==> src/rtl/sdram_rfsh_pkg.sv <==
package sdram_rfsh_pkg;

    typedef enum logic [3:0] {
        ST_IDLE,
        ST_REQ,
        ST_PRE,
        ST_WAIT_RP,
        ST_REF,
        ST_WAIT_RC,
        ST_SRE,
        ST_SELF,
        ST_SRX,
        ST_WAIT_SRX
    } rf_state_t;

    typedef struct packed {
        logic cs_n;
        logic ras_n;
        logic cas_n;
        logic we_n;
        logic a10;
        logic cke;
    } rf_pins_t;

    // Pin pattern held while the scheduler is in a given state.
    function automatic rf_pins_t pins_for(rf_state_t s);
        rf_pins_t p;
        p = '{cs_n: 1'b1, ras_n: 1'b1, cas_n: 1'b1, we_n: 1'b1, a10: 1'b0, cke: 1'b1};
        case (s)
            ST_PRE:      p = '{cs_n: 1'b0, ras_n: 1'b0, cas_n: 1'b1, we_n: 1'b0, a10: 1'b1, cke: 1'b1};
            ST_REF:      p = '{cs_n: 1'b0, ras_n: 1'b0, cas_n: 1'b0, we_n: 1'b1, a10: 1'b0, cke: 1'b1};
            ST_SRE:      p = '{cs_n: 1'b0, ras_n: 1'b0, cas_n: 1'b0, we_n: 1'b1, a10: 1'b0, cke: 1'b0};
            ST_SELF:     p = '{cs_n: 1'b1, ras_n: 1'b1, cas_n: 1'b1, we_n: 1'b1, a10: 1'b0, cke: 1'b0};
            ST_WAIT_RP,
            ST_WAIT_RC,
            ST_SRX,
            ST_WAIT_SRX: p = '{cs_n: 1'b0, ras_n: 1'b1, cas_n: 1'b1, we_n: 1'b1, a10: 1'b0, cke: 1'b1};
            default:     p = '{cs_n: 1'b1, ras_n: 1'b1, cas_n: 1'b1, we_n: 1'b1, a10: 1'b0, cke: 1'b1};
        endcase
        return p;
    endfunction

endpackage

==> src/rtl/rfsh_interval_timer.sv <==
module rfsh_interval_timer #(
    parameter int PERIOD = 1953
) (
    input  logic clk,
    input  logic rst_n,
    output logic due_o
);
    localparam int CW = (PERIOD > 1) ? $clog2(PERIOD) : 1;
    localparam logic [CW-1:0] RELOAD = CW'(PERIOD - 1);

    logic [CW-1:0] cnt_d, cnt_q;

    always_comb begin
        if (cnt_q == '0) cnt_d = RELOAD;
        else             cnt_d = cnt_q - 1'b1;
    end

    always_ff @(posedge clk) begin
        if (!rst_n) cnt_q <= RELOAD;
        else        cnt_q <= cnt_d;
    end

    assign due_o = (cnt_q == '0);

    generate
        if (PERIOD > 1) begin : g_chk
            AST_DUE_SINGLE: assert property (@(posedge clk) disable iff (!rst_n)
                due_o |=> !due_o);
        end
    endgenerate

endmodule

==> src/rtl/rfsh_owed_counter.sv <==
module rfsh_owed_counter #(
    parameter int MAX_OWED = 8,
    localparam int OW = $clog2(MAX_OWED + 1)
) (
    input  logic          clk,
    input  logic          rst_n,
    input  logic          due_i,
    input  logic          count_en_i,
    input  logic          issued_i,
    input  logic          clear_i,
    output logic [OW-1:0] owed_o,
    output logic          overflow_o
);
    localparam logic [OW-1:0] LIMIT = OW'(MAX_OWED);

    typedef struct packed {
        logic [OW-1:0] owed;
        logic          ovf;
    } oc_t;

    oc_t cur_q, nxt_d;
    logic add;

    always_comb begin
        nxt_d = cur_q;
        add   = due_i && count_en_i;
        if (clear_i) begin
            nxt_d.owed = '0;
        end else begin
            case ({add, issued_i})
                2'b10: begin
                    if (cur_q.owed == LIMIT) nxt_d.ovf  = 1'b1;
                    else                     nxt_d.owed = cur_q.owed + 1'b1;
                end
                2'b01: begin
                    if (cur_q.owed != '0)    nxt_d.owed = cur_q.owed - 1'b1;
                end
                default: ;
            endcase
        end
    end

    always_ff @(posedge clk) begin
        if (!rst_n) cur_q <= '0;
        else        cur_q <= nxt_d;
    end

    assign owed_o     = cur_q.owed;
    assign overflow_o = cur_q.ovf;

    AST_OWED_LIMIT: assert property (@(posedge clk) disable iff (!rst_n)
        cur_q.owed <= LIMIT);
    AST_OVF_STICKY: assert property (@(posedge clk) disable iff (!rst_n)
        overflow_o |=> overflow_o);
    AST_ISSUE_NEEDS_OWED: assert property (@(posedge clk) disable iff (!rst_n)
        issued_i |-> (owed_o != '0));

endmodule

==> src/rtl/sdram_refresh_sched.sv <==
module sdram_refresh_sched
    import sdram_rfsh_pkg::*;
#(
    parameter int CLK_MHZ  = 125,
    parameter int REFI_NS  = 15625,
    parameter int TRP_CYC  = 3,
    parameter int TRC_CYC  = 9,
    parameter int MAX_OWED = 8
) (
    input  logic                          clk,
    input  logic                          rst_n,
    input  logic                          bank_open_i,
    input  logic                          sr_req_i,
    input  logic                          bus_gnt_i,
    output logic                          bus_req_o,
    output logic                          cmd_cs_n_o,
    output logic                          cmd_ras_n_o,
    output logic                          cmd_cas_n_o,
    output logic                          cmd_we_n_o,
    output logic                          cmd_a10_o,
    output logic                          cmd_cke_o,
    output logic [$clog2(MAX_OWED+1)-1:0] owed_o,
    output logic                          overflow_o
);
    localparam int REFI_CYC = (REFI_NS * CLK_MHZ) / 1000;
    localparam int OW       = $clog2(MAX_OWED + 1);
    localparam int WMAX     = (TRC_CYC > TRP_CYC) ? TRC_CYC : TRP_CYC;
    localparam int WW       = $clog2(WMAX + 1);
    localparam logic [WW-1:0] RP_LOAD = WW'(TRP_CYC - 2);
    localparam logic [WW-1:0] RC_LOAD = WW'(TRC_CYC - 2);

    typedef struct packed {
        rf_state_t     state;
        logic [WW-1:0] wait_cnt;
        rf_pins_t      pins;
    } sched_t;

    sched_t cur_q, nxt_d;

    logic          due;
    logic [OW-1:0] owed;
    logic          ovf;
    logic          owes;
    logic          ref_issued;
    logic          in_sr;
    logic          sr_clear;

    rfsh_interval_timer #(.PERIOD(REFI_CYC)) u_timer (
        .clk   (clk),
        .rst_n (rst_n),
        .due_o (due)
    );

    assign ref_issued = (cur_q.state == ST_REF);
    assign in_sr      = (cur_q.state == ST_SRE) || (cur_q.state == ST_SELF);
    assign sr_clear   = (cur_q.state == ST_SRE);

    rfsh_owed_counter #(.MAX_OWED(MAX_OWED)) u_owed (
        .clk        (clk),
        .rst_n      (rst_n),
        .due_i      (due),
        .count_en_i (!in_sr),
        .issued_i   (ref_issued),
        .clear_i    (sr_clear),
        .owed_o     (owed),
        .overflow_o (ovf)
    );

    assign owes = (owed != '0);

    always_comb begin
        nxt_d = cur_q;
        case (cur_q.state)
            ST_IDLE: begin
                if (owes || sr_req_i) nxt_d.state = ST_REQ;
            end
            ST_REQ: begin
                if (bus_gnt_i) begin
                    if (bank_open_i)   nxt_d.state = ST_PRE;
                    else if (owes)     nxt_d.state = ST_REF;
                    else if (sr_req_i) nxt_d.state = ST_SRE;
                    else               nxt_d.state = ST_IDLE;
                end
            end
            ST_PRE: begin
                nxt_d.state    = ST_WAIT_RP;
                nxt_d.wait_cnt = RP_LOAD;
            end
            ST_WAIT_RP: begin
                if (cur_q.wait_cnt != '0) begin
                    nxt_d.wait_cnt = cur_q.wait_cnt - 1'b1;
                end else if (owes) begin
                    nxt_d.state = ST_REF;
                end else if (sr_req_i) begin
                    nxt_d.state = ST_SRE;
                end else begin
                    nxt_d.state = ST_IDLE;
                end
            end
            ST_REF: begin
                nxt_d.state    = ST_WAIT_RC;
                nxt_d.wait_cnt = RC_LOAD;
            end
            ST_WAIT_RC: begin
                if (cur_q.wait_cnt != '0) begin
                    nxt_d.wait_cnt = cur_q.wait_cnt - 1'b1;
                end else if (owes) begin
                    nxt_d.state = ST_REF;
                end else if (sr_req_i) begin
                    nxt_d.state = ST_SRE;
                end else begin
                    nxt_d.state = ST_IDLE;
                end
            end
            ST_SRE: begin
                nxt_d.state = ST_SELF;
            end
            ST_SELF: begin
                if (!sr_req_i) nxt_d.state = ST_SRX;
            end
            ST_SRX: begin
                nxt_d.state    = ST_WAIT_SRX;
                nxt_d.wait_cnt = RC_LOAD;
            end
            ST_WAIT_SRX: begin
                if (cur_q.wait_cnt != '0) nxt_d.wait_cnt = cur_q.wait_cnt - 1'b1;
                else                      nxt_d.state    = ST_IDLE;
            end
            default: nxt_d.state = ST_IDLE;
        endcase
        nxt_d.pins = pins_for(nxt_d.state);
    end

    always_ff @(posedge clk) begin
        if (!rst_n) begin
            cur_q.state    <= ST_IDLE;
            cur_q.wait_cnt <= '0;
            cur_q.pins     <= pins_for(ST_IDLE);
        end else begin
            cur_q <= nxt_d;
        end
    end

    assign bus_req_o   = (cur_q.state != ST_IDLE);
    assign cmd_cs_n_o  = cur_q.pins.cs_n;
    assign cmd_ras_n_o = cur_q.pins.ras_n;
    assign cmd_cas_n_o = cur_q.pins.cas_n;
    assign cmd_we_n_o  = cur_q.pins.we_n;
    assign cmd_a10_o   = cur_q.pins.a10;
    assign cmd_cke_o   = cur_q.pins.cke;
    assign owed_o      = owed;
    assign overflow_o  = ovf;

    AST_CMD_NEEDS_BUS: assert property (@(posedge clk) disable iff (!rst_n)
        !cmd_cs_n_o |-> bus_req_o);
    AST_GRANT_BEFORE_CMD: assert property (@(posedge clk) disable iff (!rst_n)
        ((cur_q.state == ST_REQ) && !bus_gnt_i) |=> cmd_cs_n_o);
    AST_PREA_ALL_BANKS: assert property (@(posedge clk) disable iff (!rst_n)
        (!cmd_cs_n_o && !cmd_ras_n_o && cmd_cas_n_o && !cmd_we_n_o) |-> cmd_a10_o);
    AST_WAIT_RANGE: assert property (@(posedge clk) disable iff (!rst_n)
        cur_q.wait_cnt <= WW'(WMAX));
    AST_CKE_FALL_IS_SRE: assert property (@(posedge clk) disable iff (!rst_n)
        $fell(cmd_cke_o) |-> (!cmd_cs_n_o && !cmd_ras_n_o && !cmd_cas_n_o && cmd_we_n_o));
    AST_CKE_RISE_IS_NOP: assert property (@(posedge clk) disable iff (!rst_n)
        $rose(cmd_cke_o) |-> (!cmd_cs_n_o && cmd_ras_n_o && cmd_cas_n_o && cmd_we_n_o));
    AST_RELEASE_IDLE_PINS: assert property (@(posedge clk) disable iff (!rst_n)
        $fell(bus_req_o) |-> (cmd_cs_n_o && cmd_cke_o));

endmodule

==> config.mk <==
export PLATFORM = sky130hd
export DESIGN_NAME = sdram_refresh_sched
export DESIGN_NICKNAME = d
export VERILOG_FILES = /design/src/rtl/sdram_rfsh_pkg.sv /design/src/rtl/rfsh_interval_timer.sv /design/src/rtl/rfsh_owed_counter.sv /design/src/rtl/sdram_refresh_sched.sv
export SDC_FILE = /design/constraint.sdc
export NUM_CORES = 1
export LEC_CHECK = 0
export BUFFER_PORTS_ARGS = -buffer_cell sky130_fd_sc_hd__buf_2
export CAP_MARGIN = 20
export CORE_ASPECT_RATIO = 1.75
export CORE_MARGIN = 10
export CORE_UTILIZATION = 29
export DETAILED_ROUTE_END_ITERATION = 6
export GPL_TIMING_DRIVEN = 0
export SLEW_MARGIN = 20
export SYNTH_ARGS = -nofsm -noshare
export SYNTH_HDL_FRONTEND = slang
export SYNTH_HIERARCHICAL = 1
export SYNTH_SLANG_ARGS = --single-unit
==> constraint.sdc <==
create_clock -name clk -period 3.05 [get_ports clk]
set_input_delay 0.61 -clock clk [delete_from_list [all_inputs] [get_ports clk]]
set_output_delay 0.61 -clock clk [all_outputs]
set_load 0.01 [all_outputs]
==> impl_metrics.env, run 1 <==
export IMPL_status="complete, no violations"
export IMPL_ys_seq_elements=30
export IMPL_final_area_um2=1947
export IMPL_hold_buffers=0
export IMPL_syn_inst=195
export IMPL_fin_crit_sh=0.8562
export IMPL_gp_congestion=0.7890
export IMPL_routed_via_density=5.064
export IMPL_place_ws_ns=0.4807
export IMPL_synth_top_cell_by_area="dfxtp_1"
export IMPL_finalSetupViolations=0
export IMPL_worstPathMaxFanout=9
export IMPL_cts_inserted_buffers=5
export IMPL_clkSlewWorstSetupHoldPaths_ns=0.07
export IMPL_cap_violations=0
export IMPL_path_class="flip-flop to flip-flop"
export IMPL_post_cts_setup_buffer_count=0
export IMPL_synth_fp_nets=205
export IMPL_final_setup_worst_slack_ns=0.4386
export IMPL_root_buffer="clkbuf_8"
export IMPL_synth_distinct_cells=58
export IMPL_via_count=1494
export IMPL_worst_slew_pin_slew_ns=0.5251
export IMPL_initial_core_util=0.3002
export IMPL_die_area_um2=9342
export IMPL_crit_required_ns=3.26
export IMPL_layout_drive_gt1_share=0.1781
export IMPL_row_count=36
export IMPL_rsz0062_at_grt="false"
export IMPL_portBuffers=16
export IMPL_grt_pass1_vias=1494
export IMPL_grt_max_degree=11
export IMPL_synth_top_area_frac=0.3582
export IMPL_power_density_nw_per_um2=548.8
export IMPL_worstPathArrival_ns=2.83
export IMPL_grt_overflow=0
export IMPL_synth_edf_count=0
export IMPL_fin_crit_ns=2.611
export IMPL_slew_headroom=0.6467
export IMPL_skew_ns=0.005593
export IMPL_track_usage=0.08916
export IMPL_routed_wl_um=3941
export IMPL_cts_buffer_depth=2
export IMPL_setup_tns_ns=0
export IMPL_clkLatencyLatePin_ns=0.28
export IMPL_most_common_layout_cells="dfxtp_1, buf_2, nor2_1"
export IMPL_grt_pass1_wl_um=6858
export IMPL_wl_per_cell_um=13.36
export IMPL_seq_area_frac_synth=0.3582
export IMPL_cts_tree="done"
export IMPL_synth_avg_cell_area_um2=8.598
export IMPL_cts_repair_resized=0
export IMPL_drc=0
export IMPL_start_kind="flip-flop"
export IMPL_mostFrequentLayoutCell="dfxtp_1"
export IMPL_async_flop_share=0
export IMPL_coreArea_um2=5585
export IMPL_syn_to_final_growth_pct=16.12
export IMPL_die_h_um=120.6
export IMPL_fin_util=0.3486
export IMPL_antenna_found_initial=0
export IMPL_cp_end_kind="flip-flop"
export IMPL_htree_levels=2
export IMPL_power_mw=1.068
export IMPL_ir_drop_mv=0.3190
export IMPL_p_switching_mw=0.3427
export IMPL_switching_share=0.3208
export IMPL_diodes=0
export IMPL_initialDrtViolationCount=70
export IMPL_p_leak_nw=0.7778
export IMPL_syn_cell_area_um2=1677
export IMPL_hold_violations=0
export IMPL_final_nets=228
export IMPL_max_freq_mhz=382.9
export IMPL_clock_sinks=30
export IMPL_drv_slew=0
export IMPL_clkPwrFrac=0.312
export IMPL_p_int_mw=0.7257
export IMPL_seqPwrFrac=0.441
export IMPL_antenna_left=0
export IMPL_ios=17
export IMPL_synth_top_flop_cell="dfxtp_1"
export IMPL_holdCritPathClass="flip-flop to flip-flop"
export IMPL_dpl_hpwl_um=3028
export IMPL_yosys_top_cells_area="dfxtp_1, nor2_1, ha_1"
export IMPL_placed_area_um2=1852
export IMPL_die_x_um=77.48
export IMPL_drt_first_pass_iters=4
export IMPL_p_comb_frac=0.247
export IMPL_yosysWarnings=6
-- cells by family after synthesis --
group / synth area share
simple gates: 0.2881
compound gates: 0.2157
fa+ha+maj: 0.03731
xor+xnor: 0.04179
buf+inv: 0.04701
mux: 0.01194
flops: 0.3582
-- sequential cells by signal, indices dropped and copies added, names as in the netlist --
name	count
cur_q	8
cmd_we_n_o	1
cmd_a10_o	1
cmd_cs_n_o	1
cmd_cas_n_o	1
cmd_ras_n_o	1
u_owed/overflow_o	1
u_timer/cnt_q	11
u_owed/owed_o	4
cmd_cke_o	1
-- metrics by stage --
stage,hold slack (ns),instances
3_5_place_dp,0.4755,287
5_1_grt,0.5176,295
3_3_place_gp,0.4650,287
6_report,0.4827,295
4_1_cts,0.4899,295
2_1_floorplan,0.4365,195
-- power by group through the flow --
stage                     Clock (mW)  Sequential (mW)  Combinational (mW)
final                          0.333            0.472               0.264
after global routing           0.362            0.477               0.299
after CTS                      0.344            0.471               0.266
after detailed placement           0            0.480               0.265
after global placement             0            0.479               0.264
after floorplan                    0            0.473               0.199
-- cells in the mapped netlist, drive strengths merged (5+ instances only) --
master and number:
nor3 10, inv 12, dfxtp 30, nand3 7, a21oi 6, nand2 11, nor2 19, or4 5
xor2 5, ha 5, nor2b 5, o21ai 12, and2 5
-- per-layer routing --
metal  part of all wire  track usage
met1               0.37      0.08471
met2               0.57       0.1717
met3              0.035      0.02522
met4              0.017      0.03784
met5                  0            0
-- layout make-up --
type	instances	area, µm²
plain buffers	6	33.78
clock buffers	6	82.58
clock inverters	2	12.51
fillers	603	3638
inverters	12	45.04
multi-input cells	147	997.2
flip-flops and latches	30	600.6
well taps	76	95.09
repair buffers	16	80.08
-- critical path, stage by stage, from the launching register on --
cell	delay, ns
dfxtp_1	0.37
or4_1	0.55
buf_6	0.16
nor3_1	0.31
a21boi_2	0.17
xor2_1	0.17
ha_1	0.20
nor2_1	0.08
mux2i_1	0.09
or3_1	0.31
a21oi_1	0.14
-- worst paths after layout --
kind	from	endpoint	slack, ns	cells after the start
setup / recovery	u_timer/cnt_q[4]	u_owed/owed_o[2]	0.44	10
hold / removal	u_timer/cnt_q[0]	u_timer/cnt_q[0]	0.48	1
setup reg to reg	u_timer/cnt_q[4]	u_owed/owed_o[2]	0.44	10
hold reg to reg	u_timer/cnt_q[0]	u_timer/cnt_q[0]	0.48	1
No activity file was read; power rests on OpenSTA's default activity.
==> inputs of run 2 (changes only) <==
--- a/config.mk
+++ b/config.mk
@@ -12,6 +12,7 @@
 export CORE_UTILIZATION = 29
 export DETAILED_ROUTE_END_ITERATION = 6
 export GPL_TIMING_DRIVEN = 0
+export PLACE_DENSITY = 0.47
 export SLEW_MARGIN = 20
 export SYNTH_ARGS = -nofsm -noshare
 export SYNTH_HDL_FRONTEND = slang
==> run 2 against run 1 <==
Register-to-register slack better by 0.04 ns. Routed wire length is 0.33% higher. Total power is 0.75% higher. First-iteration DRC count is 17% higher. Final area stayed put. Sequential share of layout area stayed put. Sequential power hardly changed. Combinational power hardly changed. Sequential cell count stayed put. Via count is 2.4% lower. Critical endpoint unchanged.
==> impl_metrics.env, run 2 (synthesized netlist as in run 1, its figures left out) <==
export IMPL_whs_ns=0.4748
export IMPL_crit_required_ns=3.27
export IMPL_post_cts_setup_buffer_count=0
export IMPL_htree_levels=2
export IMPL_hold_buffers=0
export IMPL_rsz0062_at_grt="false"
export IMPL_row_count=36
export IMPL_grt_pass1_wl_um=6844
export IMPL_cts_repair_resized=0
export IMPL_diodes=0
export IMPL_power_mw=1.076
export IMPL_initialDrtViolationCount=82
export IMPL_routed_via_density=4.942
export IMPL_final_area_um2=1947
export IMPL_initial_core_util=0.3002
export IMPL_cts_inserted_buffers=5
export IMPL_drt_first_pass_iters=4
export IMPL_place_inst=287
export IMPL_cts_tree="done"
export IMPL_slew_headroom=0.6167
export IMPL_clkLatencyLatePin_ns=0.28
export IMPL_p_int_mw=0.7257
export IMPL_p_switching_mw=0.3507
export IMPL_root_buffer="clkbuf_8"
export IMPL_grt_max_degree=11
export IMPL_fin_util=0.3486
export IMPL_place_ws_ns=0.4879
export IMPL_clock_sinks=30
export IMPL_clkPwrFrac=0.315
export IMPL_switching_share=0.3258
export IMPL_drv_slew=0
export IMPL_skew_ns=0.003742
export IMPL_antenna_left=0
export IMPL_coreArea_um2=5585
export IMPL_placed_area_um2=1852
export IMPL_grt_pass1_vias=1499
export IMPL_fin_crit_ns=2.570
export IMPL_die_area_um2=9342
export IMPL_syn_to_final_growth_pct=16.12
export IMPL_via_count=1458
export IMPL_ir_drop_mv=0.2757
export IMPL_antenna_found_initial=0
export IMPL_start_kind="flip-flop"
export IMPL_hold_violations=0
export IMPL_worst_slew_pin_slew_ns=0.5697
export IMPL_gp_congestion=0.7821
export IMPL_clkSlewWorstSetupHoldPaths_ns=0.07
export IMPL_status="complete, no violations"
export IMPL_layoutNonFillerInstCount=295
export IMPL_finalSetupViolations=0
export IMPL_fin_crit_sh=0.8425
export IMPL_cap_violations=0
export IMPL_final_nets=228
export IMPL_dpl_hpwl_um=3100
export IMPL_seqPwrFrac=0.437
export IMPL_ios=17
export IMPL_largest_reg_flops=11
export IMPL_power_density_nw_per_um2=552.9
export IMPL_drc=0
export IMPL_mostFrequentLayoutCell="dfxtp_1"
export IMPL_die_h_um=120.6
export IMPL_path_class="flip-flop to flip-flop"
export IMPL_final_setup_worst_slack_ns=0.4805
export IMPL_cts_buffer_depth=2
export IMPL_holdCritPathClass="flip-flop to flip-flop"
export IMPL_p_comb_frac=0.247
export IMPL_max_flop_register="u_timer/cnt_q"
export IMPL_portBuffers=16
export IMPL_wl_per_cell_um=13.40
export IMPL_n_fill_cell=635
export IMPL_worstPathArrival_ns=2.78
export IMPL_layout_drive_gt1_share=0.1781
export IMPL_most_common_layout_cells="dfxtp_1, buf_2, nor2_1"
export IMPL_worstPathMaxFanout=5
export IMPL_setup_tns_ns=0
export IMPL_cp_end_kind="flip-flop"
export IMPL_grt_overflow=0
export IMPL_track_usage=0.09058
export IMPL_p_leak_nw=0.7778
export IMPL_max_freq_mhz=389.2
export IMPL_die_x_um=77.48
export IMPL_routed_wl_um=3954
## run 2: cell counts in the layout (fill, tap and decap cells not counted)
No cell type changed its count.
## run 2: layout make-up
class                   instances  area (µm²)  area share
multi-input cells             147       997.2      0.5122
flip-flops and latches         30       600.6      0.3085
well taps                      76       95.09     0.04884
clock buffers                   6       82.58     0.04242
repair buffers                 16       80.08     0.04113
inverters                      12       45.04     0.02314
plain buffers                   6       33.78     0.01735
clock inverters                 2       12.51    0.006427
## run 2: final timing paths
| path | startpoint | endpoint | cells past startpoint | slack (ns) |
|---|---|---|---|---|
| worst max-delay path | u_timer/cnt_q[9] | u_owed/owed_o[2] | 9 | 0.48 |
| worst min-delay path | u_timer/cnt_q[0] | u_timer/cnt_q[0] | 1 | 0.47 |
| worst max register to register | u_timer/cnt_q[9] | u_owed/owed_o[2] | 9 | 0.48 |
| worst min register to register | u_timer/cnt_q[0] | u_timer/cnt_q[0] | 1 | 0.47 |
## run 2: power by group through the flow
stage	clock network, mW	logic, mW	registers [mW]
finish	0.339	0.266	0.471
global route	0.372	0.301	0.479
CTS	0.357	0.269	0.470
detailed placement	0	0.268	0.479
global placement	0	0.270	0.479
floorplan	0	0.199	0.473
## run 2: worst max-delay path, stage by stage, from the launching register on
cell      delay, ns
dfxtp_1        0.35
or4_1          0.65
nor3_1         0.34
a21boi_2       0.16
xor2_1         0.17
ha_1           0.20
nor2_1         0.08
mux2i_1        0.08
or3_1          0.32
a21oi_1        0.14
## run 2: layer usage
metal / up-vias / wire (µm) / GRT usage
met4: 0 / 162 / 0.05390
met2: 18 / 2224 / 0.1749
li1: 750 / - / -
met5: - / 0 / 0
met3: 12 / 110 / 0.02671
met1: 678 / 1457 / 0.07920
==> inputs of run 3 (changes only) <==
--- a/config.mk
+++ b/config.mk
@@ -12,7 +12,7 @@
 export CORE_UTILIZATION = 29
 export DETAILED_ROUTE_END_ITERATION = 6
 export GPL_TIMING_DRIVEN = 0
-export PLACE_DENSITY = 0.47
+export PLACE_DENSITY = 0.49
 export SLEW_MARGIN = 20
 export SYNTH_ARGS = -nofsm -noshare
 export SYNTH_HDL_FRONTEND = slang
==> constraint.sdc (replaced) <==
create_clock -name clk -period 2.26 [get_ports clk]
set_input_delay 0.452 -clock clk [delete_from_list [all_inputs] [get_ports clk]]
set_output_delay 0.452 -clock clk [all_outputs]
set_load 0.01 [all_outputs]
==> run 3 against run 2 <==
The flow now finishes with violations (setup timing). Non-clock buffer count is 5 higher. Utilization increased by 1.4 points. Combinational power is 47% higher. Largest power group unchanged.
==> impl_metrics.env, run 3 (synthesized netlist as in run 1, its figures left out) <==
export IMPL_status="complete, but fails checks"
export IMPL_violations="setup timing"
export IMPL_diodes=0
export IMPL_layoutNonFillerInstCount=300
export IMPL_fin_crit_ns=2.280
export IMPL_wl_per_cell_um=13.84
export IMPL_finalSetupViolations=1
export IMPL_worstPathArrival_ns=2.49
export IMPL_mostFrequentLayoutCell="dfxtp_1"
export IMPL_final_nets=233
export IMPL_routed_via_density=5.023
export IMPL_clkLatencyLatePin_ns=0.28
export IMPL_grt_overflow=0
export IMPL_initialDrtViolationCount=138
export IMPL_clock_sinks=30
export IMPL_start_kind="flip-flop"
export IMPL_row_count=36
export IMPL_routed_wl_um=4153
export IMPL_cap_violations=0
export IMPL_via_count=1507
export IMPL_cts_tree="done"
export IMPL_dpl_hpwl_um=3074
export IMPL_portBuffers=16
export IMPL_cts_inserted_buffers=5
export IMPL_antenna_found_initial=0
export IMPL_path_class="flip-flop to flip-flop"
export IMPL_setup_tns_ns=-0.01961
export IMPL_coreArea_um2=5585
export IMPL_hold_buffers=0
export IMPL_max_flop_register="u_timer/cnt_q"
export IMPL_drt_first_pass_iters=4
export IMPL_largest_reg_flops=11
export IMPL_hold_violations=0
export IMPL_worstPathMaxFanout=2
export IMPL_worst_slew_pin_slew_ns=0.5582
export IMPL_die_area_um2=9342
export IMPL_fin_crit_sh=1.009
export IMPL_most_common_layout_cells="dfxtp_1, buf_2, nor2_1"
export IMPL_skew_ns=0.005706
export IMPL_grt_max_degree=11
export IMPL_place_inst=287
export IMPL_cp_end_kind="flip-flop"
export IMPL_max_freq_mhz=438.7
export IMPL_track_usage=0.09143
export IMPL_root_buffer="clkbuf_8"
export IMPL_ios=17
export IMPL_grt_pass1_vias=1483
export IMPL_initial_core_util=0.3002
export IMPL_whs_path_depth=2
export IMPL_power_mw=1.481
export IMPL_slew_headroom=0.6244
export IMPL_gp_congestion=0.8094
export IMPL_grt_pass1_wl_um=6893
export IMPL_rr_worst_depth=10
export IMPL_drc=0
export IMPL_die_x_um=77.48
export IMPL_antenna_left=0
export IMPL_ir_drop_mv=0.3134
export IMPL_p_leak_nw=0.8203
export IMPL_htree_levels=2
export IMPL_crit_required_ns=2.47
export IMPL_power_density_nw_per_um2=732.2
export IMPL_cts_buffer_depth=2
export IMPL_drv_slew=0
export IMPL_rsz0062_at_grt="true"
export IMPL_final_setup_worst_slack_ns=-0.01961
export IMPL_holdCritPathClass="primary input to flip-flop"
export IMPL_layout_drive_gt1_share=0.2411
export IMPL_die_h_um=120.6
export IMPL_syn_to_final_growth_pct=20.67
export IMPL_place_ws_ns=-0.1337
export IMPL_n_fill_cell=623
export IMPL_final_area_um2=2023
export IMPL_clkSlewWorstSetupHoldPaths_ns=0.07
export IMPL_placed_area_um2=1867
[run 3: cell type report]
cell class              instances  area (µm²)  area share
multi-input cells             147        1026      0.5071
flip-flops and latches         30       609.3      0.3012
repair buffers                 21       117.6     0.05813
well taps                      76       95.09     0.04700
clock buffers                   6       82.58     0.04082
inverters                      12       45.04     0.02226
plain buffers                   6       35.03     0.01732
clock inverters                 2       12.51    0.006184
[run 3: repair_timing]
action | CTS | global route
setup buffers | 4 | 1
gates cloned | 0 | 0
pin swaps | 3 | 2
setup endpoints to repair | 1 | 1
gates resized for setup | 7 | 4
[run 3: path summary, 6_finish.rpt]
path              slack, ns        startpoint                to
setup reg to reg      -0.02  u_timer/cnt_q[5]  u_owed/owed_o[2]
hold / removal         0.46             rst_n  u_timer/cnt_q[9]
hold reg to reg        0.48  u_timer/cnt_q[0]  u_timer/cnt_q[0]
setup / recovery      -0.02  u_timer/cnt_q[5]  u_owed/owed_o[2]
[run 3: per-stage QoR]
stage | util | hold WS (ns)
2_1_floorplan | - | 0.4365
6_report | 0.3622 | 0.4560
3_5_place_dp | 0.3342 | 0.4719
3_3_place_gp | 0.3342 | 0.4604
4_1_cts | 0.3602 | 0.4418
5_1_grt | 0.3622 | 0.4593
[run 3: report_power, final]
| group | total [mW] | switching [mW] | internal (mW) |
|---|---|---|---|
| clock | 0.458 | 0.213 | 0.244 |
| combinational | 0.390 | 0.215 | 0.175 |
| sequential | 0.634 | 0.0505 | 0.583 |
| total | 1.48 | 0.479 | 1.00 |
[run 3: critical path, stage by stage, from the launching register on]
cell and delay (ns):
dfxtp_2 0.32, or4_4 0.52, buf_6 0.14, nor3_4 0.21
a21boi_4 0.09, xor2_1 0.16, ha_2 0.18, nor2_1 0.08
mux2i_1 0.08, or3_1 0.31, a21oi_1 0.12
[run 3: layer usage]
layer	track usage	vias to the layer above	share of wire
li1	-	763	-
met1	0.08427	703	0.38
met2	0.1712	31	0.56
met3	0.02226	10	0.029
met4	0.06193	0	0.033
met5	0	-	0
